`config.mk`:
```
export PLATFORM = sky130hd
export DESIGN_NAME = gpio_clkout
export DESIGN_NICKNAME = d
export VERILOG_FILES = /design/src/rtl/gpio_clkout_pkg.sv /design/src/rtl/gpio_sync.sv /design/src/rtl/gpio_irq_det.sv /design/src/rtl/gpio_clk_gen.sv /design/src/rtl/gpio_clkout.sv
export SDC_FILE = /design/constraint.sdc
export NUM_CORES = 1
export LEC_CHECK = 0
export BUFFER_PORTS_ARGS = -buffer_cell sky130_fd_sc_hd__buf_2
export CAP_MARGIN = 20
export CORE_MARGIN = 2
export CORE_UTILIZATION = 35
export CTS_CLUSTER_DIAMETER = 60
export DETAILED_ROUTE_END_ITERATION = 10
export MAX_ROUTING_LAYER = met4
export SYNTH_ARGS = -nofsm -noshare
export SYNTH_HDL_FRONTEND = slang
export SYNTH_SLANG_ARGS = --single-unit
```
`constraint.sdc`:
```
create_clock -name clk_i -period 3.05 [get_ports clk_i]
set_clock_uncertainty 0.2 [all_clocks]
set_input_delay 0 -clock clk_i [delete_from_list [all_inputs] [get_ports clk_i]]
set_output_delay 0 -clock clk_i [all_outputs]
set_load 0.005 [all_outputs]
```
`src/rtl/gpio_clkout_pkg.sv`:
```
package gpio_clkout_pkg;
  localparam int unsigned ADDR_W = 4;
  localparam int unsigned TYPE_W = 3;

  localparam logic [ADDR_W-1:0] REG_DIR     = 4'h0;
  localparam logic [ADDR_W-1:0] REG_OUT     = 4'h1;
  localparam logic [ADDR_W-1:0] REG_IN      = 4'h2;
  localparam logic [ADDR_W-1:0] REG_IEN     = 4'h3;
  localparam logic [ADDR_W-1:0] REG_ISTAT   = 4'h4;
  localparam logic [ADDR_W-1:0] REG_ITYPE_A = 4'h5;
  localparam logic [ADDR_W-1:0] REG_ITYPE_B = 4'h6;
  localparam logic [ADDR_W-1:0] REG_CKSEL   = 4'h7;
  localparam logic [ADDR_W-1:0] REG_CK_BASE = 4'h8;

  localparam logic [TYPE_W-1:0] IRQ_HIGH = 3'd0;
  localparam logic [TYPE_W-1:0] IRQ_LOW  = 3'd1;
  localparam logic [TYPE_W-1:0] IRQ_RISE = 3'd2;
  localparam logic [TYPE_W-1:0] IRQ_FALL = 3'd3;
  localparam logic [TYPE_W-1:0] IRQ_BOTH = 3'd4;
endpackage

```
`src/rtl/gpio_sync.sv`:
```
module gpio_sync #(
  parameter int unsigned W = 16
) (
  input  logic         clk_i,
  input  logic         rst_ni,
  input  logic [W-1:0] d_i,
  output logic [W-1:0] q_o
);
  logic [W-1:0] s1_q, s2_q;

  always_ff @(posedge clk_i or negedge rst_ni) begin
    if (!rst_ni) begin
      s1_q <= '0;
      s2_q <= '0;
    end else begin
      s1_q <= d_i;
      s2_q <= s1_q;
    end
  end

  assign q_o = s2_q;
endmodule

```
`src/rtl/gpio_irq_det.sv`:
```
module gpio_irq_det
  import gpio_clkout_pkg::*;
#(
  parameter int unsigned NUM = 13
) (
  input  logic                       clk_i,
  input  logic                       rst_ni,
  input  logic [NUM-1:0]             pin_i,
  input  logic [NUM-1:0][TYPE_W-1:0] type_i,
  input  logic [NUM-1:0]             clr_i,
  output logic [NUM-1:0]             stat_o
);
  for (genvar k = 0; k < NUM; k++) begin : g_pin
    logic prev_q, sticky_q, rise, fall, edge_hit, level_hit;

    assign rise = pin_i[k] & ~prev_q;
    assign fall = ~pin_i[k] & prev_q;

    always_comb begin
      edge_hit  = 1'b0;
      level_hit = 1'b0;
      case (type_i[k])
        IRQ_HIGH: level_hit = pin_i[k];
        IRQ_LOW:  level_hit = ~pin_i[k];
        IRQ_RISE: edge_hit  = rise;
        IRQ_FALL: edge_hit  = fall;
        IRQ_BOTH: edge_hit  = rise | fall;
        default: ;
      endcase
    end

    // set has priority over a same-cycle clear
    always_ff @(posedge clk_i or negedge rst_ni) begin
      if (!rst_ni) begin
        prev_q   <= 1'b0;
        sticky_q <= 1'b0;
      end else begin
        prev_q <= pin_i[k];
        if (edge_hit)      sticky_q <= 1'b1;
        else if (clr_i[k]) sticky_q <= 1'b0;
      end
    end

    assign stat_o[k] = sticky_q | level_hit;
  end
endmodule

```
`src/rtl/gpio_clk_gen.sv`:
```
module gpio_clk_gen #(
  parameter int unsigned CNT_W = 16
) (
  input  logic             clk_i,
  input  logic             rst_ni,
  input  logic             en_i,
  input  logic [CNT_W-1:0] per_m1_i,
  input  logic [CNT_W-1:0] high_i,
  output logic             clk_o,
  output logic [CNT_W-1:0] cnt_o,
  output logic [CNT_W-1:0] per_o
);
  logic [CNT_W-1:0] cnt_q, per_q, high_q, per_req;
  logic             out_q, wrap;

  // period floor of two block cycles
  assign per_req = (per_m1_i == '0) ? CNT_W'(1) : per_m1_i;
  assign wrap    = (cnt_q >= per_q);

  always_ff @(posedge clk_i or negedge rst_ni) begin
    if (!rst_ni) begin
      cnt_q  <= '0;
      per_q  <= CNT_W'(1);
      high_q <= '0;
      out_q  <= 1'b0;
    end else if (!en_i) begin
      cnt_q  <= '0;
      per_q  <= per_req;
      high_q <= high_i;
      out_q  <= 1'b0;
    end else begin
      out_q <= (cnt_q < high_q);
      if (wrap) begin
        cnt_q  <= '0;
        per_q  <= per_req;
        high_q <= high_i;
      end else begin
        cnt_q <= cnt_q + CNT_W'(1);
      end
    end
  end

  assign clk_o = out_q;
  assign cnt_o = cnt_q;
  assign per_o = per_q;
endmodule

```
`src/rtl/gpio_clkout.sv`:
```
module gpio_clkout
  import gpio_clkout_pkg::*;
#(
  parameter int unsigned NUM_PINS = 16,
  parameter int unsigned NUM_IRQ  = 13,
  parameter int unsigned NUM_CLK  = 2,
  parameter int unsigned CNT_W    = 16,
  parameter int unsigned DATA_W   = 32
) (
  input  logic              clk_i,
  input  logic              rst_ni,
  input  logic              we_i,
  input  logic [3:0]        addr_i,
  input  logic [DATA_W-1:0] wdata_i,
  output logic [DATA_W-1:0] rdata_o,
  input  logic [NUM_PINS-1:0] gpio_i,
  output logic [NUM_PINS-1:0] gpio_o,
  output logic [NUM_PINS-1:0] gpio_oe_o,
  output logic              irq_o
);
  localparam int unsigned CLK_BASE = NUM_PINS - NUM_CLK;
  localparam int unsigned TPR      = DATA_W / 4;

  logic [NUM_PINS-1:0]              dir_q, out_q, sync_w;
  logic [NUM_IRQ-1:0]               ien_q, stat_w, clr_w;
  logic [NUM_IRQ-1:0][TYPE_W-1:0]   itype_q;
  logic [NUM_CLK-1:0]               cksel_q, ck_out_w;
  logic [NUM_CLK-1:0][CNT_W-1:0]    ckper_q, ckhigh_q, ck_cnt_w, ck_per_w;

  always_ff @(posedge clk_i or negedge rst_ni) begin
    if (!rst_ni) begin
      dir_q    <= '0;
      out_q    <= '0;
      ien_q    <= '0;
      itype_q  <= '0;
      cksel_q  <= '0;
      ckper_q  <= '0;
      ckhigh_q <= '0;
    end else if (we_i) begin
      if (addr_i == REG_DIR)   dir_q   <= wdata_i[NUM_PINS-1:0];
      if (addr_i == REG_OUT)   out_q   <= wdata_i[NUM_PINS-1:0];
      if (addr_i == REG_IEN)   ien_q   <= wdata_i[NUM_IRQ-1:0];
      if (addr_i == REG_CKSEL) cksel_q <= wdata_i[NUM_CLK-1:0];
      for (int k = 0; k < NUM_IRQ; k++) begin
        if (addr_i == ((k < TPR) ? REG_ITYPE_A : REG_ITYPE_B))
          itype_q[k] <= wdata_i[(k % TPR)*4 +: TYPE_W];
      end
      for (int c = 0; c < NUM_CLK; c++) begin
        if (addr_i == REG_CK_BASE + 4'(c)) begin
          ckper_q[c]  <= wdata_i[CNT_W-1:0];
          ckhigh_q[c] <= wdata_i[2*CNT_W-1:CNT_W];
        end
      end
    end
  end

  assign clr_w = (we_i && addr_i == REG_ISTAT) ? wdata_i[NUM_IRQ-1:0] : '0;

  gpio_sync #(.W(NUM_PINS)) u_sync (
    .clk_i (clk_i),
    .rst_ni(rst_ni),
    .d_i   (gpio_i),
    .q_o   (sync_w)
  );

  gpio_irq_det #(.NUM(NUM_IRQ)) u_irq (
    .clk_i (clk_i),
    .rst_ni(rst_ni),
    .pin_i (sync_w[NUM_IRQ-1:0]),
    .type_i(itype_q),
    .clr_i (clr_w),
    .stat_o(stat_w)
  );

  for (genvar c = 0; c < NUM_CLK; c++) begin : g_ck
    gpio_clk_gen #(.CNT_W(CNT_W)) u_gen (
      .clk_i   (clk_i),
      .rst_ni  (rst_ni),
      .en_i    (cksel_q[c]),
      .per_m1_i(ckper_q[c]),
      .high_i  (ckhigh_q[c]),
      .clk_o   (ck_out_w[c]),
      .cnt_o   (ck_cnt_w[c]),
      .per_o   (ck_per_w[c])
    );
  end

  always_comb begin
    gpio_oe_o = dir_q;
    gpio_o    = out_q;
    for (int c = 0; c < NUM_CLK; c++) begin
      if (cksel_q[c]) begin
        gpio_oe_o[CLK_BASE+c] = 1'b1;
        gpio_o[CLK_BASE+c]    = ck_out_w[c];
      end
    end
  end

  always_comb begin
    rdata_o = '0;
    case (addr_i)
      REG_DIR:   rdata_o[NUM_PINS-1:0] = dir_q;
      REG_OUT:   rdata_o[NUM_PINS-1:0] = out_q;
      REG_IN:    rdata_o[NUM_PINS-1:0] = sync_w;
      REG_IEN:   rdata_o[NUM_IRQ-1:0]  = ien_q;
      REG_ISTAT: rdata_o[NUM_IRQ-1:0]  = stat_w;
      REG_CKSEL: rdata_o[NUM_CLK-1:0]  = cksel_q;
      default: ;
    endcase
    for (int k = 0; k < NUM_IRQ; k++) begin
      if (addr_i == ((k < TPR) ? REG_ITYPE_A : REG_ITYPE_B))
        rdata_o[(k % TPR)*4 +: TYPE_W] = itype_q[k];
    end
    for (int c = 0; c < NUM_CLK; c++) begin
      if (addr_i == REG_CK_BASE + 4'(c))
        rdata_o[2*CNT_W-1:0] = {ckhigh_q[c], ckper_q[c]};
    end
  end

  assign irq_o = |(stat_w & ien_q);
endmodule

```
==> summary.md, run 1 <==
| Metric | Value |
|---|---|
| Status | finished, final reports clean |
| Largest family of logic cells by synthesized area | multiplexers |
| Worst EP required | about 2.9 ns |
| Grt met1 use | 0.269 |
| Setup CP Type | reg -> out |
| Leakage | a little under 9 nW |
| VDD IR max | 370 µV |
| Hold Path Sink | ckhigh_q[7]$_DFFE_PN0P_ |
| Vias in the first global route | between 10000 and 15000 |
| CP delay by family, top | compound AO/OA/AOI/OAI gates |
| Top area cells in the synthesized netlist | dfrtp_1 (49%), mux2_2 (15%), ha_1 (7.3%) |
| DRT iter0 DRCs | about 870 |
| Post-CTS setup buffer count | 0 |
| Yosys warnings | 0 |
| Number of enable flip-flop cells after synthesis | 0 |
| Post-CTS Resized | 0 |
| Total GRT Usage | 0.198 |
| Clock network fraction of design power | 0.324 |
| Worst min path class | in -> reg |
| Multiplexer area fraction after synthesis | 0.169 |
| Routability cong. | between 0.9 and 1 |
| Layout cells sized above 1 | 0.298 |
| Post-Syn Area | 15400 µm² |
| Vias/cell | ~5.2 |
| Sequential share of power | 0.452 |
| Gr ovfl total | 0 |
| Worst rel slew slack | 0.464 |
| Max cap viols | 0 |
| Worst EP arrival | approximately 2.7 ns |
| Flop2flop setup slack | around 0.16 ns |
| Clock-pin slew on the worst setup and hold paths | approximately 0.06 ns |
| Hold Startpoint | wdata_i[23] |
| Prevailing post-synth register cell | dfrtp_1 |
| Sink Count | slightly above 300 |
| Post-synthesis adder-cell area fraction | 0.0731 |
| CP max-delay cell | or4_1 |
| Core area | between 40000 and 50000 µm² |
| Final Hold Viols | 0 |
| Ports | 120 |
| DIE AREA | 45700 µm² |
| Final Instance Area | around 19000 µm² |
| Met2 Use GR | 0.301 |
| Initial Util | 0.356 |
| CTS tree | built |
| Max incr delay on CP | just over 0.6 ns |
| Initial antenna violation count | 2 |
| Sequential element share of the synthesized area | 0.497 |
| R2R depth | 9 |
| Top cell types by occurrence after synthesis | dfrtp_1 (304), mux2_2 (211), inv_1 (114), ha_1 (90), nor2_1 (73) |
| Synth cell types | 61 |
| Post-synthesis simple-gate area fraction | 0.0853 |
| WHS | about 0.066 ns |
| Largest net degree at the start of global routing | 89 |
| Buf/Inv on CP | 1 |
| Hold depth | 3 |
| Syn_area_per_cell | 11.8 µm² |
| CP Cell Sequence | xor2_1 > a21o_1 > a222oi_1 > o2111ai_1 > or4_1 > buf_2 |
| DR pass1 iterations | 6 |
| Fillers | ~4000 |
| Xor/xnor share of the synthesized area | 0.0233 |
| Worst Setup End Kind | output port |
| Final wirelength | ~43 mm |
| Net Sw Frac | 0.304 |
| Final #Nets | between 1500 and 2000 |
| Setup TNS | 0 ns |
| DRC Markers | 0 |
| Share of Yosys cell area claimed by the top area cell type | 0.494 |
| Worst r2r dst | g_ck[1].u_gen.high_q[15]$_DFFE_PN0P_ |
| H-tree depth | 2 |
| Chip height | about 210 µm |
| FF+latch area | 7660 µm² |
| Synth area leader | dfrtp_1 |
| DR vias | roughly 11000 |
| Skew-Pair Late Insertion Delay | 0.53 ns |
| RSZ-0062 raised after global routing | false |
| Area of the multi-input gates | 6880 µm² |
| FMAX | 0.343 GHz |
| Die W | ~210 µm |
| Routing usage on met3 | 0.0378 |
| Fin crit share | 0.957 |
| Period minus WS final | 2.92 ns |
| Num CTS Buffers | 34 |
| WL/cell | 20.0 µm |
| Post-Syn Nets | 1453 |
| # hold bufs at CTS | 75 |
| Slew Viols, Final | 0 |
| Synth async-reset ratio | 1.00 |
| Post-Syn Instances | between 1000 and 1500 |
| Worst-Margin Slew | roughly 0.80 ns |
| Finish-stage setup viols | 0 |
| Max clock buf depth | 3 |
| P_sw | about 0.0039 W |
| Pwr Density | ~690 nW/µm² |
| Gr busiest metal | met2 |
| Cell Area, Placed | between 15000 and 20000 µm² |
| Reg2reg start | g_ck[1].u_gen.cnt_o[0]$_DFF_PN0_ |
| Combinational Power Share | 0.224 |
| Worst Setup SP | u_sync.q_o[8]$_DFF_PN0_ |
| Int Pwr | around 0.009 W |
| Synth Area in Compound Gates | 0.0949 |
| Dpl hpwl | ~32 mm |
| IO buf count | 119 |
| # rows | 76 |
| Area grow syn2layout | 21.5% |
| First-pass GRT wire length | ~67 mm |
| CTS Root Cell | clkbuf_16 |
| Most frequent cell after synthesis | dfrtp_1 |
| Setup crit start kind | flip-flop |
| Antenna Nets Post-Route | 0 |
| Flops & latches, synth | approximately 310 |
| CP Max Fanout | 4 |
==> power groups by stage <==
stage          Sequential, W  Clock (W)  Combinational [W]
3_5_place_dp         0.00590          0            0.00280
6_report             0.00583    0.00418            0.00289
4_1_cts              0.00583    0.00426            0.00292
5_1_grt              0.00595    0.00443            0.00324
3_3_place_gp         0.00586          0            0.00272
2_1_floorplan        0.00552          0            0.00205
==> registers in the layout, summed over array words and instances, names as in the netlist <==
signal                cells
g_ck.u_gen.cnt_o         32
itype_q                  39
g_ck.u_gen.clk_o          2
ckhigh_q                 32
cksel_q                   2
out_q                    16
g_ck.u_gen.high_q        32
ien_q                    13
u_irq.g_pin.prev_q       13
g_ck.u_gen.per_o         32
u_sync.s1_q              16
dir_q                    16
u_irq.g_pin.sticky_q     13
u_sync.q_o               16
ckper_q                  32
==> worst max path at each step <==
stage                                                 endpoint  cells past startpoint
after floorplan            g_ck[1].u_gen.high_q[1]$_DFFE_PN0P_                      5
after global placement     g_ck[1].u_gen.high_q[1]$_DFFE_PN0P_                      7
after detailed placement  g_ck[1].u_gen.high_q[15]$_DFFE_PN0P_                      9
after CTS                                                irq_o                      6
after global routing      g_ck[1].u_gen.high_q[15]$_DFFE_PN0P_                      9
final                                                    irq_o                      6
==> through the flow <==
stage	worst slack, ns	cells	total power (W)	utilization
floorplan	0.643	1308	0.00758	-
global placement	-0.0171	1997	0.00858	0.388
detailed placement	0.166	1998	0.00870	0.389
CTS	0.126	2132	0.0130	0.432
global route	0.00269	2133	0.0136	0.432
finish	0.133	2133	0.0129	0.432
==> tightest hold or removal path, cell delays in order <==
cell,delay (ns)
dlygate4sd3_1,0.51
buf_2,0.10
mux2_2,0.13
==> area by class of cell <==
cell class,instances,share of cell area
antenna,1,0.000134
clock buffer,50,0.0536
clock inverter,9,0.00635
inverter,114,0.0229
multi-input combinational,814,0.368
sequential,306,0.409
tap,585,0.0391
timing repair buffer,254,0.101
==> metal layers <==
metal / wire (µm) / vias to the layer above
met3: 2870 / 66
met4: 1130 / 0
li1: - / 5086
met1: 19400 / 5505
met5: 0 / -
met2: 19300 / 367
==> cell families after synthesis <==
kind of cell / after synthesis
xor+xnor: 41
buf+inv: 188
simple gates: 255
mux: 233
compound gates: 195
fa+ha+maj: 90
flops: 306
==> placed cells by master, fill, tap and decap left out, types with 13 or more instances in the layout <==
cell	netlist	layout
a211o_1	14	14
a21o_1	17	17
a21oi_1	29	29
a222oi_1	14	14
a22oi_1	24	24
buf_2	29	118
buf_4	32	54
clkbuf_16	0	35
dfrtp_1	304	304
dlygate4sd3_1	0	74
ha_1	90	90
inv_1	114	114
mux2_2	211	211
mux2i_1	18	18
nand2_1	62	62
nand3_1	22	22
nor2_1	73	73
nor3b_1	13	13
nor4b_1	16	16
o21ai_0	36	36
xor2_1	32	32
(Power assumes the default switching activity.)
==> run 2: changes to the inputs <==
BUFFER_PORTS_ARGS = -buffer_cell sky130_fd_sc_hd__clkbuf_2   (was -buffer_cell sky130_fd_sc_hd__buf_2)
==> run 2 against run 1 <==
Sequential cell count is the same. Sequential share of layout area grew 0.31 points. Largest power group unchanged. Setup slack gained 0.034 ns. Global-route usage shrank 0.33 points. Sequential power is essentially flat. Final cell count shrank 0.38%. Combinational power is essentially flat. Maximum frequency grew 1.2%. Critical path type unchanged. Highest routed layer unchanged.
==> summary.md, run 2 (synthesis gave the netlist of run 1 again) <==
| Metric | Value |
|---|---|
| Post-CTS setup buffer count | 0 (unchanged) |
| Core area | 43300 µm² (unchanged) |
| Fillers | 4087 (was 4049) |
| DR vias | 10900 (was 11000) |
| FMAX | 0.347 GHz (was 0.343 GHz) |
| Sequential share of power | 0.457 (was 0.452) |
| Routability cong. | 0.916 (was 0.945) |
| DRT iter0 DRCs | 779 (was 865) |
| Vias/cell | 5.14 (was 5.17) |
| Finish-stage setup viols | 0 (unchanged) |
| CTS Root Cell | clkbuf_16 (unchanged) |
| Worst EP required | 2.85 ns (about the same) |
| # rows | 76 (unchanged) |
| Max clock buf depth | 3 (unchanged) |
| Ports | 120 (unchanged) |
| Combinational Power Share | 0.225 (was 0.224) |
| Largest Register | itype_q (unchanged) |
| VDD IR max | 391 µV (was 370 µV) |
| Clock-pin slew on the worst setup and hold paths | 0.06 ns (about the same) |
| Final Hold Viols | 0 (unchanged) |
| CP Max Fanout | 5 (was 4) |
| Setup CP Type | reg -> out (unchanged) |
| Status | finished, final reports clean (unchanged) |
| Max cap viols | 0 (unchanged) |
| H-tree depth | 2 (unchanged) |
| Layout cells sized above 1 | 0.299 (was 0.298) |
| CP Cell Sequence | xor2_1 > a21o_1 > a222oi_1 > o2111ai_1 > or4_4 > clkbuf_2 (was xor2_1 > a21o_1 > a222oi_1 > o2111ai_1 > or4_1 > buf_2) |
| IO buf count | 119 (unchanged) |
| Net Sw Frac | 0.303 (was 0.304) |
| Slew Viols, Final | 0 (unchanged) |
| Dpl hpwl | 31.2 mm (was 31.5 mm) |
| Area grow syn2layout | 20.6% (was 21.5%) |
| DRC Markers | 0 (unchanged) |
| Period minus WS final | 2.88 ns (was 2.92 ns) |
| Antenna fix cells | 0 (was 1) |
| Fin crit share | 0.945 (was 0.957) |
| Pwr Density | 687 nW/µm² (was 689 nW/µm²) |
| Clock network fraction of design power | 0.318 (was 0.324) |
| Vias in the first global route | 11200 (was 11300) |
| Antenna Nets Post-Route | 0 (unchanged) |
| Initial Util | 0.356 (unchanged) |
| DIE AREA | 45700 µm² (unchanged) |
| Setup TNS | 0 ns (unchanged) |
| Worst Setup End Kind | output port (unchanged) |
| Cell Count, Final, Fillers Out | 2125 (was 2133) |
| CTS tree | built (unchanged) |
| Int Pwr | 0.00888 W (was 0.00897 W) |
| Setup crit start kind | flip-flop (unchanged) |
| CP max-delay cell | or4_4 (was or4_1) |
| Die W | 214 µm (unchanged) |
| Leakage | 8.72 nW (was 8.80 nW) |
| Skew-Pair Late Insertion Delay | 0.53 ns (about the same) |
| Most frequent cells in the layout | dfrtp_1 (304), mux2_2 (211), clkbuf_2 (118) (was dfrtp_1 (304), mux2_2 (211), buf_2 (118)) |
| Worst rel slew slack | 0.381 (was 0.464) |
| Commonest non-fill, non-tap cell in the layout | dfrtp_1 (unchanged) |
| Final Instance Area | 18600 µm² (was 18700 µm²) |
| WL/cell | 19.9 µm (was 20.0 µm) |
| Worst min path class | in -> reg (unchanged) |
| First-pass GRT wire length | 65.5 mm (was 66.5 mm) |
| Total GRT Usage | 0.195 (was 0.198) |
| Sink Count | 306 (unchanged) |
| Largest net degree at the start of global routing | 88 (was 89) |
| Chip height | 214 µm (unchanged) |
| Buf/Inv on CP | 1 (unchanged) |
| P_sw | 0.00387 W (was 0.00392 W) |
| Cell Area, Placed | 16800 µm² (about the same) |
| Final wirelength | 42.2 mm (was 42.7 mm) |
| RSZ-0062 raised after global routing | false (unchanged) |
| Max FFs per register | 39 (unchanged) |
| Worst EP arrival | 2.68 ns (was 2.72 ns) |
| Initial antenna violation count | 0 (was 2) |
| CP delay by family, top | compound AO/OA/AOI/OAI gates (unchanged) |
| Max incr delay on CP | 0.59 ns (was 0.62 ns) |
| Inst Count DP | 1996 (was 1998) |
| Gr ovfl total | 0 (unchanged) |
| Worst-Margin Slew | 0.926 ns (was 0.802 ns) |
| Final #Nets | 1660 (was 1669) |
| DR pass1 iterations | 8 (was 6) |
| Num CTS Buffers | 34 (unchanged) |
==> run 2: layer usage <==
layer / part of all wire / vias up / track usage
li1: - / 5070 / -
met1: 0.46 / 5437 / 0.263
met2: 0.45 / 338 / 0.296
met3: 0.062 / 76 / 0.0387
met4: 0.030 / 0 / 0.0611
met5: 0 / - / -
==> run 2: worst paths after layout <==
path                                                   start                                   to  slack, ns  cells after the start
min in group asynchronous                             rst_ni            u_sync.s1_q[10]$_DFF_PN0_       0.36                      3
min                                              wdata_i[27]             ckhigh_q[27]$_DFFE_PN0P_       0.09                      3
max                                  itype_q[24]$_DFFE_PN0P_                                irq_o       0.17                      6
min reg2reg                         u_sync.s1_q[4]$_DFF_PN0_              u_sync.q_o[4]$_DFF_PN0_       0.15                      0
max reg2reg                g_ck[0].u_gen.cnt_o[11]$_DFF_PN0_  g_ck[0].u_gen.high_q[0]$_DFFE_PN0P_       0.33                      6
max in group asynchronous                             rst_ni      u_irq.g_pin[9].prev_q$_DFF_PN0_       1.33                      4
==> run 2: tightest hold or removal path: cells and delay by family <==
family                 cells  cell delay (ns)
buffers and inverters      2             0.64
muxes                      1             0.13
==> run 2: area by class of cell <==
type | count | area [µm²] | area share
sequential | 306 | 7660 | 0.412
multi-input combinational | 814 | 6880 | 0.371
timing repair buffer | 245 | 1770 | 0.0955
clock buffer | 53 | 1020 | 0.0551
tap | 585 | 732 | 0.0394
inverter | 114 | 428 | 0.0230
clock inverter | 8 | 73.8 | 0.00397
==> run 2: power groups by stage <==
| stage | clock (W) | combinational [W] | sequential (W) |
|---|---|---|---|
| 6_report | 0.00406 | 0.00287 | 0.00583 |
| 5_1_grt | 0.00433 | 0.00320 | 0.00595 |
| 4_1_cts | 0.00416 | 0.00289 | 0.00583 |
| 3_5_place_dp | 0 | 0.00279 | 0.00590 |
| 3_3_place_gp | 0 | 0.00271 | 0.00587 |
| 2_1_floorplan | 0 | 0.00205 | 0.00552 |
==> run 2: through the flow <==
| stage | utilization | hold slack (ns) | setup slack (ns) | total power (W) |
|---|---|---|---|---|
| after CTS | 0.429 | 0.0694 | 0.0572 | 0.0129 |
| after global routing | 0.429 | 0.0839 | 0.0320 | 0.0135 |
| final | 0.429 | 0.0896 | 0.167 | 0.0128 |
| after global placement | 0.388 | -0.128 | 0.100 | 0.00857 |
| after floorplan | - | -0.496 | 0.643 | 0.00758 |
| after detailed placement | 0.388 | -0.137 | -0.000215 | 0.00869 |
==> run 2: timing repair <==
action	CTS	global route
gates cloned	0	0
gates resized for setup	0	1
endpoints found under the setup margin	3	1
pin swaps	1	1
hold buffers	67	0
endpoints found under the hold margin	484	0
